## src/rtl/pb_pkg.sv

```systemverilog
package pb_pkg;

  localparam int RATE_W = 16;

  typedef enum logic [2:0] {
    ENC_U8    = 3'd0,
    ENC_ULAW  = 3'd1,
    ENC_S16LE = 3'd2,
    ENC_ALAW  = 3'd3,
    ENC_RSV4  = 3'd4,
    ENC_ADPCM = 3'd5,
    ENC_S16BE = 3'd6,
    ENC_RSV7  = 3'd7
  } enc_e;

  // sample rate from crystal select and rate index, 0 = not available
  function automatic logic [RATE_W-1:0] rate_of(input logic xtal, input logic [2:0] idx);
    logic [RATE_W-1:0] r;
    if (!xtal) begin
      case (idx)
        3'd0: r = 16'd8000;
        3'd1: r = 16'd16000;
        3'd2: r = 16'd27420;
        3'd3: r = 16'd32000;
        3'd6: r = 16'd48000;
        3'd7: r = 16'd9000;
        default: r = '0;
      endcase
    end else begin
      case (idx)
        3'd0: r = 16'd5510;
        3'd1: r = 16'd11025;
        3'd2: r = 16'd18900;
        3'd3: r = 16'd22050;
        3'd4: r = 16'd37800;
        3'd5: r = 16'd44100;
        3'd6: r = 16'd33075;
        default: r = 16'd6620;
      endcase
    end
    return r;
  endfunction

  function automatic logic [2:0] mask_code(input logic [2:0] raw, input logic ext);
    return ext ? raw : {1'b0, raw[1:0]};
  endfunction

  function automatic logic code_legal(input logic [2:0] code);
    return !(code == ENC_RSV4 || code == ENC_ADPCM || code == ENC_RSV7);
  endfunction

  function automatic logic code_is16(input logic [2:0] code);
    return (code == ENC_S16LE) || (code == ENC_S16BE);
  endfunction

  // bytes-per-frame as a left shift
  function automatic logic [1:0] shift_of(input logic is16, input logic two_ch);
    return {1'b0, is16} + {1'b0, two_ch};
  endfunction

endpackage

```

## src/rtl/pb_fmt_decode.sv

```systemverilog
module pb_fmt_decode
  import pb_pkg::*;
(
  input  logic              clk,
  input  logic              rst_n,
  input  logic [7:0]        fmt_byte,
  input  logic              ext_mode,
  output logic [RATE_W-1:0] rate_hz,
  output logic              stereo,
  output logic [2:0]        fmt_code,
  output logic              sample16,
  output logic              big_endian,
  output logic [1:0]        cnt_shift,
  output logic              fmt_err
);

  logic rate_bad;
  logic code_bad;

  always_comb begin
    rate_hz    = rate_of(fmt_byte[0], fmt_byte[3:1]);
    rate_bad   = (rate_hz == '0);
    stereo     = fmt_byte[4];
    fmt_code   = mask_code(fmt_byte[7:5], ext_mode);
    code_bad   = !code_legal(fmt_code);
    sample16   = code_is16(fmt_code);
    big_endian = (fmt_code == ENC_S16BE);
    cnt_shift  = shift_of(sample16, stereo);
    fmt_err    = rate_bad | code_bad;
  end

  assert_shift_range_R3: assert property (@(posedge clk) disable iff (!rst_n)
    (cnt_shift <= 2'd2) && (sample16 -> cnt_shift != 2'd0));

  assert_masked_code_R2: assert property (@(posedge clk) disable iff (!rst_n)
    !ext_mode |-> !fmt_code[2]);

endmodule

```

## src/rtl/pb_req_ctrl.sv

```systemverilog
module pb_req_ctrl (
  input  logic clk,
  input  logic rst_n,
  input  logic play_en,
  input  logic fmt_err,
  output logic dma_req,
  output logic start
);

  logic run_q;
  logic run_d;

  assign run_d   = play_en & ~fmt_err;
  assign start   = run_d & ~run_q;
  assign dma_req = run_q;

  always_ff @(posedge clk) begin
    if (!rst_n) run_q <= 1'b0;
    else        run_q <= run_d;
  end

  assert_req_drop_R4: assert property (@(posedge clk) disable iff (!rst_n)
    (!play_en || fmt_err) |=> !dma_req);

  assert_req_rise_R4: assert property (@(posedge clk) disable iff (!rst_n)
    start |=> dma_req);

endmodule

```

## src/rtl/pb_byte_counter.sv

```systemverilog
module pb_byte_counter #(
  parameter int BASE_W = 16,
  localparam int CNT_W = BASE_W + 2
) (
  input  logic              clk,
  input  logic              rst_n,
  input  logic              start,
  input  logic              accept,
  input  logic              irq_en,
  input  logic [BASE_W-1:0] base_count,
  input  logic [1:0]        cnt_shift,
  input  logic              irq_clear,
  output logic              block_hit,
  output logic              irq
);

  logic [CNT_W-1:0] cnt_q;
  logic [CNT_W-1:0] thr;
  logic [CNT_W-1:0] cnt_inc;

  assign thr       = {2'b00, base_count} << cnt_shift;
  assign cnt_inc   = cnt_q + 1'b1;
  assign block_hit = accept & irq_en & (cnt_inc >= thr);

  always_ff @(posedge clk) begin
    if (!rst_n) begin
      cnt_q <= '0;
    end else if (start) begin
      cnt_q <= '0;
    end else if (accept && irq_en) begin
      cnt_q <= block_hit ? '0 : cnt_inc;
    end
  end

  always_ff @(posedge clk) begin
    if (!rst_n)         irq <= 1'b0;
    else if (block_hit) irq <= 1'b1;
    else if (irq_clear) irq <= 1'b0;
  end

  assert_irq_on_hit_R7: assert property (@(posedge clk) disable iff (!rst_n)
    block_hit |=> irq && (cnt_q == '0));

  assert_irq_clear_R9: assert property (@(posedge clk) disable iff (!rst_n)
    (irq_clear && !block_hit) |=> !irq);

  assert_no_count_R8: assert property (@(posedge clk) disable iff (!rst_n)
    (!irq_en && !start) |=> $stable(cnt_q));

  assert_irq_source_R7: assert property (@(posedge clk) disable iff (!rst_n)
    $rose(irq) |-> $past(block_hit));

endmodule

```

## src/rtl/pb_xfer_engine.sv

```systemverilog
module pb_xfer_engine
  import pb_pkg::*;
#(
  parameter int BASE_W = 16,
  parameter int DATA_W = 8
) (
  input  logic              clk,
  input  logic              rst_n,
  input  logic [7:0]        fmt_byte,
  input  logic              ext_mode,
  input  logic              play_en,
  input  logic              irq_en,
  input  logic [BASE_W-1:0] base_count,
  input  logic              byte_valid,
  input  logic [DATA_W-1:0] byte_data,
  input  logic              out_ready,
  input  logic              irq_clear,
  output logic              dma_req,
  output logic              byte_ack,
  output logic              out_valid,
  output logic [DATA_W-1:0] out_data,
  output logic [RATE_W-1:0] rate_hz,
  output logic              stereo,
  output logic [2:0]        fmt_code,
  output logic              sample16,
  output logic              big_endian,
  output logic [1:0]        cnt_shift,
  output logic              fmt_err,
  output logic              irq
);

  logic start;
  logic zero_block;
  logic pass_ok;
  logic block_hit;

  pb_fmt_decode u_dec (
    .clk        (clk),
    .rst_n      (rst_n),
    .fmt_byte   (fmt_byte),
    .ext_mode   (ext_mode),
    .rate_hz    (rate_hz),
    .stereo     (stereo),
    .fmt_code   (fmt_code),
    .sample16   (sample16),
    .big_endian (big_endian),
    .cnt_shift  (cnt_shift),
    .fmt_err    (fmt_err)
  );

  pb_req_ctrl u_req (
    .clk     (clk),
    .rst_n   (rst_n),
    .play_en (play_en),
    .fmt_err (fmt_err),
    .dma_req (dma_req),
    .start   (start)
  );

  // a zero block with counting on admits nothing
  assign zero_block = irq_en & (base_count == '0);
  assign pass_ok    = dma_req & ~fmt_err & ~zero_block;
  assign out_valid  = pass_ok & byte_valid;
  assign out_data   = byte_data;
  assign byte_ack   = out_valid & out_ready;

  pb_byte_counter #(.BASE_W(BASE_W)) u_cnt (
    .clk        (clk),
    .rst_n      (rst_n),
    .start      (start),
    .accept     (byte_ack),
    .irq_en     (irq_en),
    .base_count (base_count),
    .cnt_shift  (cnt_shift),
    .irq_clear  (irq_clear),
    .block_hit  (block_hit),
    .irq        (irq)
  );

  assert_ack_gated_R6: assert property (@(posedge clk) disable iff (!rst_n)
    byte_ack |-> (dma_req && out_ready && byte_valid && !fmt_err));

  assert_zero_block_R10: assert property (@(posedge clk) disable iff (!rst_n)
    (irq_en && base_count == '0) |-> !byte_ack);

  assert_hit_needs_ack_R7: assert property (@(posedge clk) disable iff (!rst_n)
    block_hit |-> byte_ack);

endmodule

```

## config.mk

```make
export PLATFORM = sky130hd
export DESIGN_NAME = pb_xfer_engine
export DESIGN_NICKNAME = d
export VERILOG_FILES = /design/src/rtl/pb_pkg.sv /design/src/rtl/pb_fmt_decode.sv /design/src/rtl/pb_req_ctrl.sv /design/src/rtl/pb_byte_counter.sv /design/src/rtl/pb_xfer_engine.sv
export SDC_FILE = /design/constraint.sdc
export NUM_CORES = 1
export LEC_CHECK = 0
export BUFFER_PORTS_ARGS = -buffer_cell sky130_fd_sc_hd__clkbuf_2
export CAP_MARGIN = 10
export CORE_UTILIZATION = 45
export CTS_BUF_LIST = sky130_fd_sc_hd__clkbuf_4
export CTS_CLUSTER_SIZE = 10
export DETAILED_ROUTE_END_ITERATION = 8
export PLACE_DENSITY = 0.74
export SYNTH_ARGS = -nofsm -noshare
export SYNTH_HDL_FRONTEND = slang
export SYNTH_SLANG_ARGS = --single-unit
```

## constraint.sdc

```tcl
create_clock -name clk -period 10.2 [get_ports clk]
set_clock_uncertainty 0.05 [all_clocks]
set_input_delay 0.51 -clock clk [delete_from_list [all_inputs] [get_ports clk]]
set_output_delay 0.51 -clock clk [all_outputs]
set_load 0.01 [all_outputs]
```

==> results of run 1 <==
## final cells by class
| type | count | area, sq um |
|---|---|---|
| sequential | 20 | 400.4 |
| inverter | 18 | 67.56 |
| fill | 525 | 2484 |
| tap | 70 | 87.58 |
| clock buffer | 3 | 22.52 |
| multi-input combinational | 270 | 1828 |
| timing repair buffer | 62 | 315.3 |
## cells in the final DEF (no fill, tap or decap), types with 4 or more instances in the layout
master and count:
nand3_1 30, nand2_1 49, xor2_1 5, a21oi_1 25
clkbuf_2 60, ha_1 20, nand3b_1 4, xnor2_1 12
mux2i_1 5, a31oi_1 11, inv_1 17, mux4_2 8
o21ai_0 13, nor2_1 24, dfxtp_1 20, nand4_1 4
nor2b_1 5, and3_1 6, nor3_1 5
## registers in the layout (all words and copies together), names as in the netlist
name,flops
u_cnt.cnt_q,18
u_cnt.irq,1
u_req.dma_req,1
## power breakdown
group / leakage, nW / switching, W / internal, W
combinational: 1.05 / 0.0000389 / 0.0000309
clock: 0.0138 / 0.0000246 / 0.0000138
sequential: 0.161 / 0.000000212 / 0.0000783
total: 1.23 / 0.0000637 / 0.000123
## worst paths after layout
path | start | end | slack (ns) | cells after the start
worst max register to register | u_cnt.cnt_q[4] | u_cnt.cnt_q[10] | 6.91 | 12
worst max-delay path | fmt_byte[5] | u_cnt.cnt_q[10] | 6.47 | 14
worst min register to register | u_cnt.cnt_q[17] | u_cnt.cnt_q[17] | 0.42 | 2
worst min-delay path | rst_n | u_cnt.irq | 0.38 | 2
## logic make-up (layout without fill, tap and decap cells)
kind of cell             Yosys count  after routing  share of synthesized area (%)
AND/OR/NAND/NOR                  149            149                          29.73
AO/OA/AOI/OAI                     68             68                          17.14
flip-flops                        20             20                          16.18
adder cells (fa/ha/maj)           20             20                          10.11
XOR/XNOR                          17             17                          6.016
buffers and inverters             48             83                          10.16
multiplexers                      16             16                          10.67
## Yosys cell counts (all sizes together), types with 2 or more instances
library cell  count  area share, %
xnor2            12            4.2
dfxtp            20             16
mux2i             5            2.0
nand3b            4            1.2
or3               2           0.51
or2b              2           0.61
o21a              2           0.61
o22ai             2           0.51
a211oi            5            2.0
inv              18            2.7
nor4              2           0.51
mux4              8            7.3
a21o              3           0.91
and2              3           0.76
nand3            31            6.5
or2               2           0.51
nand4             4            1.0
nor3              5            1.0
nor2b             5            1.3
a31oi            11            2.8
nand2            49            7.4
ha               20             10
o21ai            14            2.8
and3              6            1.5
nand2b            4            1.3
nor2             25            3.9
nand4b            2           0.71
buf              19            5.8
a21oi            26            5.7
clkbuf           11            1.7
mux2              3            1.4
xor2              5            1.8
## through the flow
stage,worst slack [ns],hold WS (ns)
global route,6.125,0.3934
global placement,6.219,0.4024
CTS,6.438,0.3883
detailed placement,6.154,0.4075
floorplan,6.379,0.3944
finish,6.470,0.3836
## metal layers
metal	vias to the layer above	global-route usage [%]	routed length, um
met5	-	0	0
met1	1067	24.56	2557
li1	1258	-	-
met2	59	35.64	2515
met3	11	2.036	226
met4	0	6.538	80
==> flow_summary.toml, run 1 <==
[run_status]
outcome = "completed"

[cells_and_area]
area_delta_synth_final_pct = 9.960
final_area_sq_um = 2721
postLayoutCoreUtil_pct = 52.28
drive_gt1_share_pct = 22.79
final_cells = 443
antennaDiodeCount = 0
layout.nets = 435

[setup_path]
startpoint_type = "input port"
critPathMaxFanout = 29
cp_slowest_cell = "ha_1"
cp.arrival_ns = 3.91
critPathMostFrequentCell = "a21o_1"
crit_chain = "clkbuf_2 > nand2b_1 > inv_1 > ha_1 > mux2_2 > o21ai_0 > ha_1 > a21o_1 > a21o_1 > a21o_1 > a211oi_2 > buf_4 > nand3_1 > a31oi_1"
slowest_delay_ns = 0.79
worst-path-buf-inv = 3
required_ns = 10.38
worstSetupEndpointType = "flop"
crit_family = "adder cells"
crit_type = "in -> reg"

[global_route]
first_global_vias = 2244
grt.overflow.total = 0
grt_pass1_wl_mm = 9.763
antenna_found_initial = 0
grt_use_total_pct = 19.80
grt_max_degree = 30

[sta]
fin_tns_setup_ns = 0
hold_viol_final = 0
drv_slew = 0
fmax_mhz = 268.1
setup_viol = 0
worstMarginPinSlew_ns = 0.9678
slew_headroom_pct = 35.48
fin_crit_sh_pct = 36.57
rsz0062_at_grt = "no"
period_needed_ns = 3.730

[cts]
clk_pin_slew_ns = 0.11
h-tree-depth = 1
post_cts_resized = 0
post_cts.repair.setup_buffers = 0
clk_latency_ns = 0.30
cts_buffers = 3
cts_buffer_depth = 2
cts_sinks = 20
cts-root-buf = "clkbuf_4"
holdBufCountCts = 0
cts_tree = "done"

[routing]
routedWlPerCell_um = 12.14
remaining_drc_errors = 0
wl_mm = 5.378
vias_per_cell = 5.406
drtIter0Drc = 111
num_vias = 2395
first_pass_iters = 4
postRouteAntennaNets = 0

[place]
gp_congestion = 0.8336
place_inst = 440
io_buffers = 60
place_area_sq_um = 2699
dp_hpwl_mm = 4.175

[synth]
postSynthCellCount = 338
avgSynthCellArea_sq_um = 7.322
synth-edff-count = 0
synthesis.nets = 398
ys_ff_latch = 20
async_reset_ff_share_pct = 0
ys_types = 51
yosys_warnings = 0
syn-cell-area_sq_um = 2475
yosysSeqAreaShare_pct = 16.18
ys.flop_type = "dfxtp_1"

[die]
initial_core_util_pct = 47.55
fp.dieW_um = 76.16
design.core.area_sq_um = 5205
row_count = 26
die_area_sq_um = 5800
chipHeight_um = 76.16
ioPinCount = 77

[job]
cap_violations = 0

[power]
power_leakage_nw = 1.227
power_density_nw_per_um2 = 68.60
vdd_drop_max_mv = 0.02719
fin_total_pwr_w = 0.0001867

[worst_hold_path]
hold_path_class = "in -> reg"
Note: power is estimated with default switching activity, not from simulation.
==> run 2, diff against run 1 <==
--- a/config.mk
+++ b/config.mk
@@ -5,6 +5,7 @@
 export SDC_FILE = /design/constraint.sdc
 export NUM_CORES = 1
 export LEC_CHECK = 0
+export ABC_AREA = 1
 export BUFFER_PORTS_ARGS = -buffer_cell sky130_fd_sc_hd__clkbuf_2
 export CAP_MARGIN = 10
 export CORE_UTILIZATION = 45
==> constraint.sdc (replaced) <==
create_clock -name clk -period 3.45 [get_ports clk]
set_clock_uncertainty 0.05 [all_clocks]
set_input_delay 0.1725 -clock clk [delete_from_list [all_inputs] [get_ports clk]]
set_output_delay 0.1725 -clock clk [all_outputs]
set_load 0.01 [all_outputs]
==> flow_summary.toml, run 2 <==
[synth]
yosys.area.top_type = "nand2_1"
synthesis.nets = 474
avgSynthCellArea_sq_um = 5.969
synth-edff-count = 0
ys.flop_type = "dfxtp_1"
yosys-top-cells-area = "nand2_1 18%, dfxtp_1 16%, ha_1 10%, nand3_1 8.1%, inv_1 7.4%"
postSynthCellCount = 414
ys_ff_latch = 20
ys_types = 33
yosysSeqAreaShare_pct = 16.20
async_reset_ff_share_pct = 0
yosysTopAreaCellShare_pct = 17.77
ys_top_cells_by_count = "117 x nand2_1, 49 x inv_1, 43 x nor2_1, 40 x nand3_1, 31 x o21ai_0"
yosys_warnings = 0
syn-cell-area_sq_um = 2471
synthMostInstantiatedCell = "nand2_1"

[cts]
cts-root-buf = "clkbuf_4"
cts_sinks = 20
post_cts_resized = 0
post_cts.repair.setup_buffers = 0
cts_tree = "done"
cts_buffer_depth = 2
clk_pin_slew_ns = 0.13
h-tree-depth = 1
holdBufCountCts = 0
cts_buffers = 3
clk_latency_ns = 0.33

[setup_path]
crit_chain = "ha_1 > nand2_1 > nor2_1 > nand2_1 > nor2_1 > xor2_1 > ha_1 > nand2_1 > nor2_1 > nand2_1 > nor2_1 > nand2_1 > nand3_1 > nor2_4 > nand3_1 > a21oi_1"
worstSetupEndpointType = "flop"
startpoint_type = "flop"
r2r_end = "u_cnt.cnt_q[12]"
cp-endpoint = "u_cnt.cnt_q[12]"
required_ns = 3.66
crit_family = "simple AND/OR/NAND/NOR gates"
cp.arrival_ns = 3.17
critPathMaxFanout = 18
worst-path-buf-inv = 0
r2r_setup_slack_ns = 0.48
cp_slowest_cell = "dfxtp_1"
critPathMostFrequentCell = "nand2_1"
slowest_delay_ns = 0.43
crit_cells = 16
r2r_cells = 16
crit_type = "reg -> reg"
timing.critical_path.from = "u_cnt.cnt_q[0]"
r2r_start = "u_cnt.cnt_q[0]"

[place]
gp_congestion = 0.8695
dp_hpwl_mm = 4.827
io_buffers = 60

[worst_hold_path]
whs_path_depth = 4
hold_path_class = "in -> reg"

[cells_and_area]
largest-register = "u_cnt.cnt_q"
final_cell_mix = "117 x nand2_1, 60 x clkbuf_2, 49 x inv_1, 43 x nor2_1, 40 x nand3_1"
final_common_cell = "nand2_1"
layout.nets = 519
fill_cells = 548
area_delta_synth_final_pct = 12.40
drive_gt1_share_pct = 17.69
largest_reg_flops = 18
postLayoutCoreUtil_pct = 53.37
antennaDiodeCount = 0

[routing]
wl_mm = 5.917
routedWlPerCell_um = 11.21
drtIter0Drc = 193
vias_per_cell = 5.117
num_vias = 2702
postRouteAntennaNets = 0
first_pass_iters = 4
remaining_drc_errors = 0

[sta]
fin_crit_sh_pct = 85.96
rsz0062_at_grt = "no"
period_needed_ns = 2.966
slew_headroom_pct = 44.41
fmax_mhz = 337.2
worstMarginPinSlew_ns = 0.8337
hold_viol_final = 0
drv_slew = 0
fin_tns_setup_ns = 0
setup_viol = 0

[power]
vdd_drop_max_mv = 0.1445
fin_total_pwr_w = 0.0006467
power_density_nw_per_um2 = 232.8
power_leakage_nw = 1.450

[global_route]
grt_max_degree = 24
grt.overflow.total = 0
grt_use_total_pct = 21.35
grt_pass1_wl_mm = 10.34
antenna_found_initial = 0
first_global_vias = 2418

[run_status]
outcome = "completed"

[die]
initial_core_util_pct = 47.48
fp.dieW_um = 76.11
die_area_sq_um = 5792
ioPinCount = 77
chipHeight_um = 76.11
row_count = 26
design.core.area_sq_um = 5205

[job]
cap_violations = 0
==> run 2: metal layers <==
metal  share of wire (%)  vias to the layer above  GRT usage, %  wire [um]
met3                 3.6                        5         2.275        215
met2                  47                       59         37.73       2790
met1                  48                     1219         27.23       2839
met5                   0                        -             0          0
li1                    -                     1419             -          -
met4                 1.2                        0         6.346         72
==> run 2: final cells by class <==
| class | instances | area [sq um] | area share, % |
|---|---|---|---|
| clock inverter | 1 | 30.03 | 1.081 |
| tap | 70 | 87.58 | 3.153 |
| clock buffer | 3 | 22.52 | 0.8108 |
| inverter | 53 | 198.9 | 7.162 |
| sequential | 20 | 400.4 | 14.41 |
| multi-input combinational | 319 | 1723 | 62.03 |
| timing repair buffer | 62 | 315.3 | 11.35 |
==> run 2: kinds of logic (layout without fill, tap and decap cells) <==
group / count (synthesis) / in the layout / synth area share [%]
xor gates and xnor gates: 15 / 15 / 5.317
DFF: 20 / 20 / 16.20
and+or+nand+nor: 215 / 215 / 38.68
adders and majority gates: 20 / 20 / 10.13
AOI/OAI and AO/OA: 66 / 66 / 14.38
muxes: 3 / 3 / 1.215
buffers and inverters: 75 / 119 / 14.08
==> run 2: how the worst min path moves through the flow <==
stage | start | end | slack [ns]
floorplan | rst_n | u_cnt.irq | 0.25
global placement | byte_data[1] | out_data[1] | 0.30
detailed placement | byte_data[1] | out_data[1] | 0.30
CTS | irq_clear | u_cnt.irq | 0.04
global route | rst_n | u_req.dma_req | 0.06
finish | irq_clear | u_cnt.irq | 0.04
==> run 2: worst register-to-register path, stage by stage, from the launching register on <==
cell and delay, ns:
dfxtp_1 0.43, ha_1 0.21, nand2_1 0.08, nor2_1 0.16, nand2_1 0.12, nor2_1 0.17, xor2_1 0.26, ha_1 0.27
nand2_1 0.08, nor2_1 0.06, nand2_1 0.10, nor2_1 0.05, nand2_1 0.06, nand3_1 0.12, nor2_4 0.38, nand3_1 0.15
a21oi_1 0.14
==> run 2: where the power goes <==
group | switching (W) | internal [W]
sequential | 0.000000795 | 0.000232
clock | 0.0000854 | 0.000118
combinational | 0.000133 | 0.0000776
total | 0.000220 | 0.000427
==> run 2: through the flow <==
stage | instances | setup slack, ns | instance area (sq um) | hold WS [ns]
2_1_floorplan | 414 | 0.7599 | 2471 | 0.2540
3_3_place_gp | 524 | 0.6101 | 2725 | 0.2951
3_5_place_dp | 524 | 0.5042 | 2725 | 0.2951
4_1_cts | 528 | 0.5010 | 2778 | 0.04427
5_1_grt | 528 | 0.1114 | 2778 | 0.06445
6_report | 528 | 0.4845 | 2778 | 0.03850
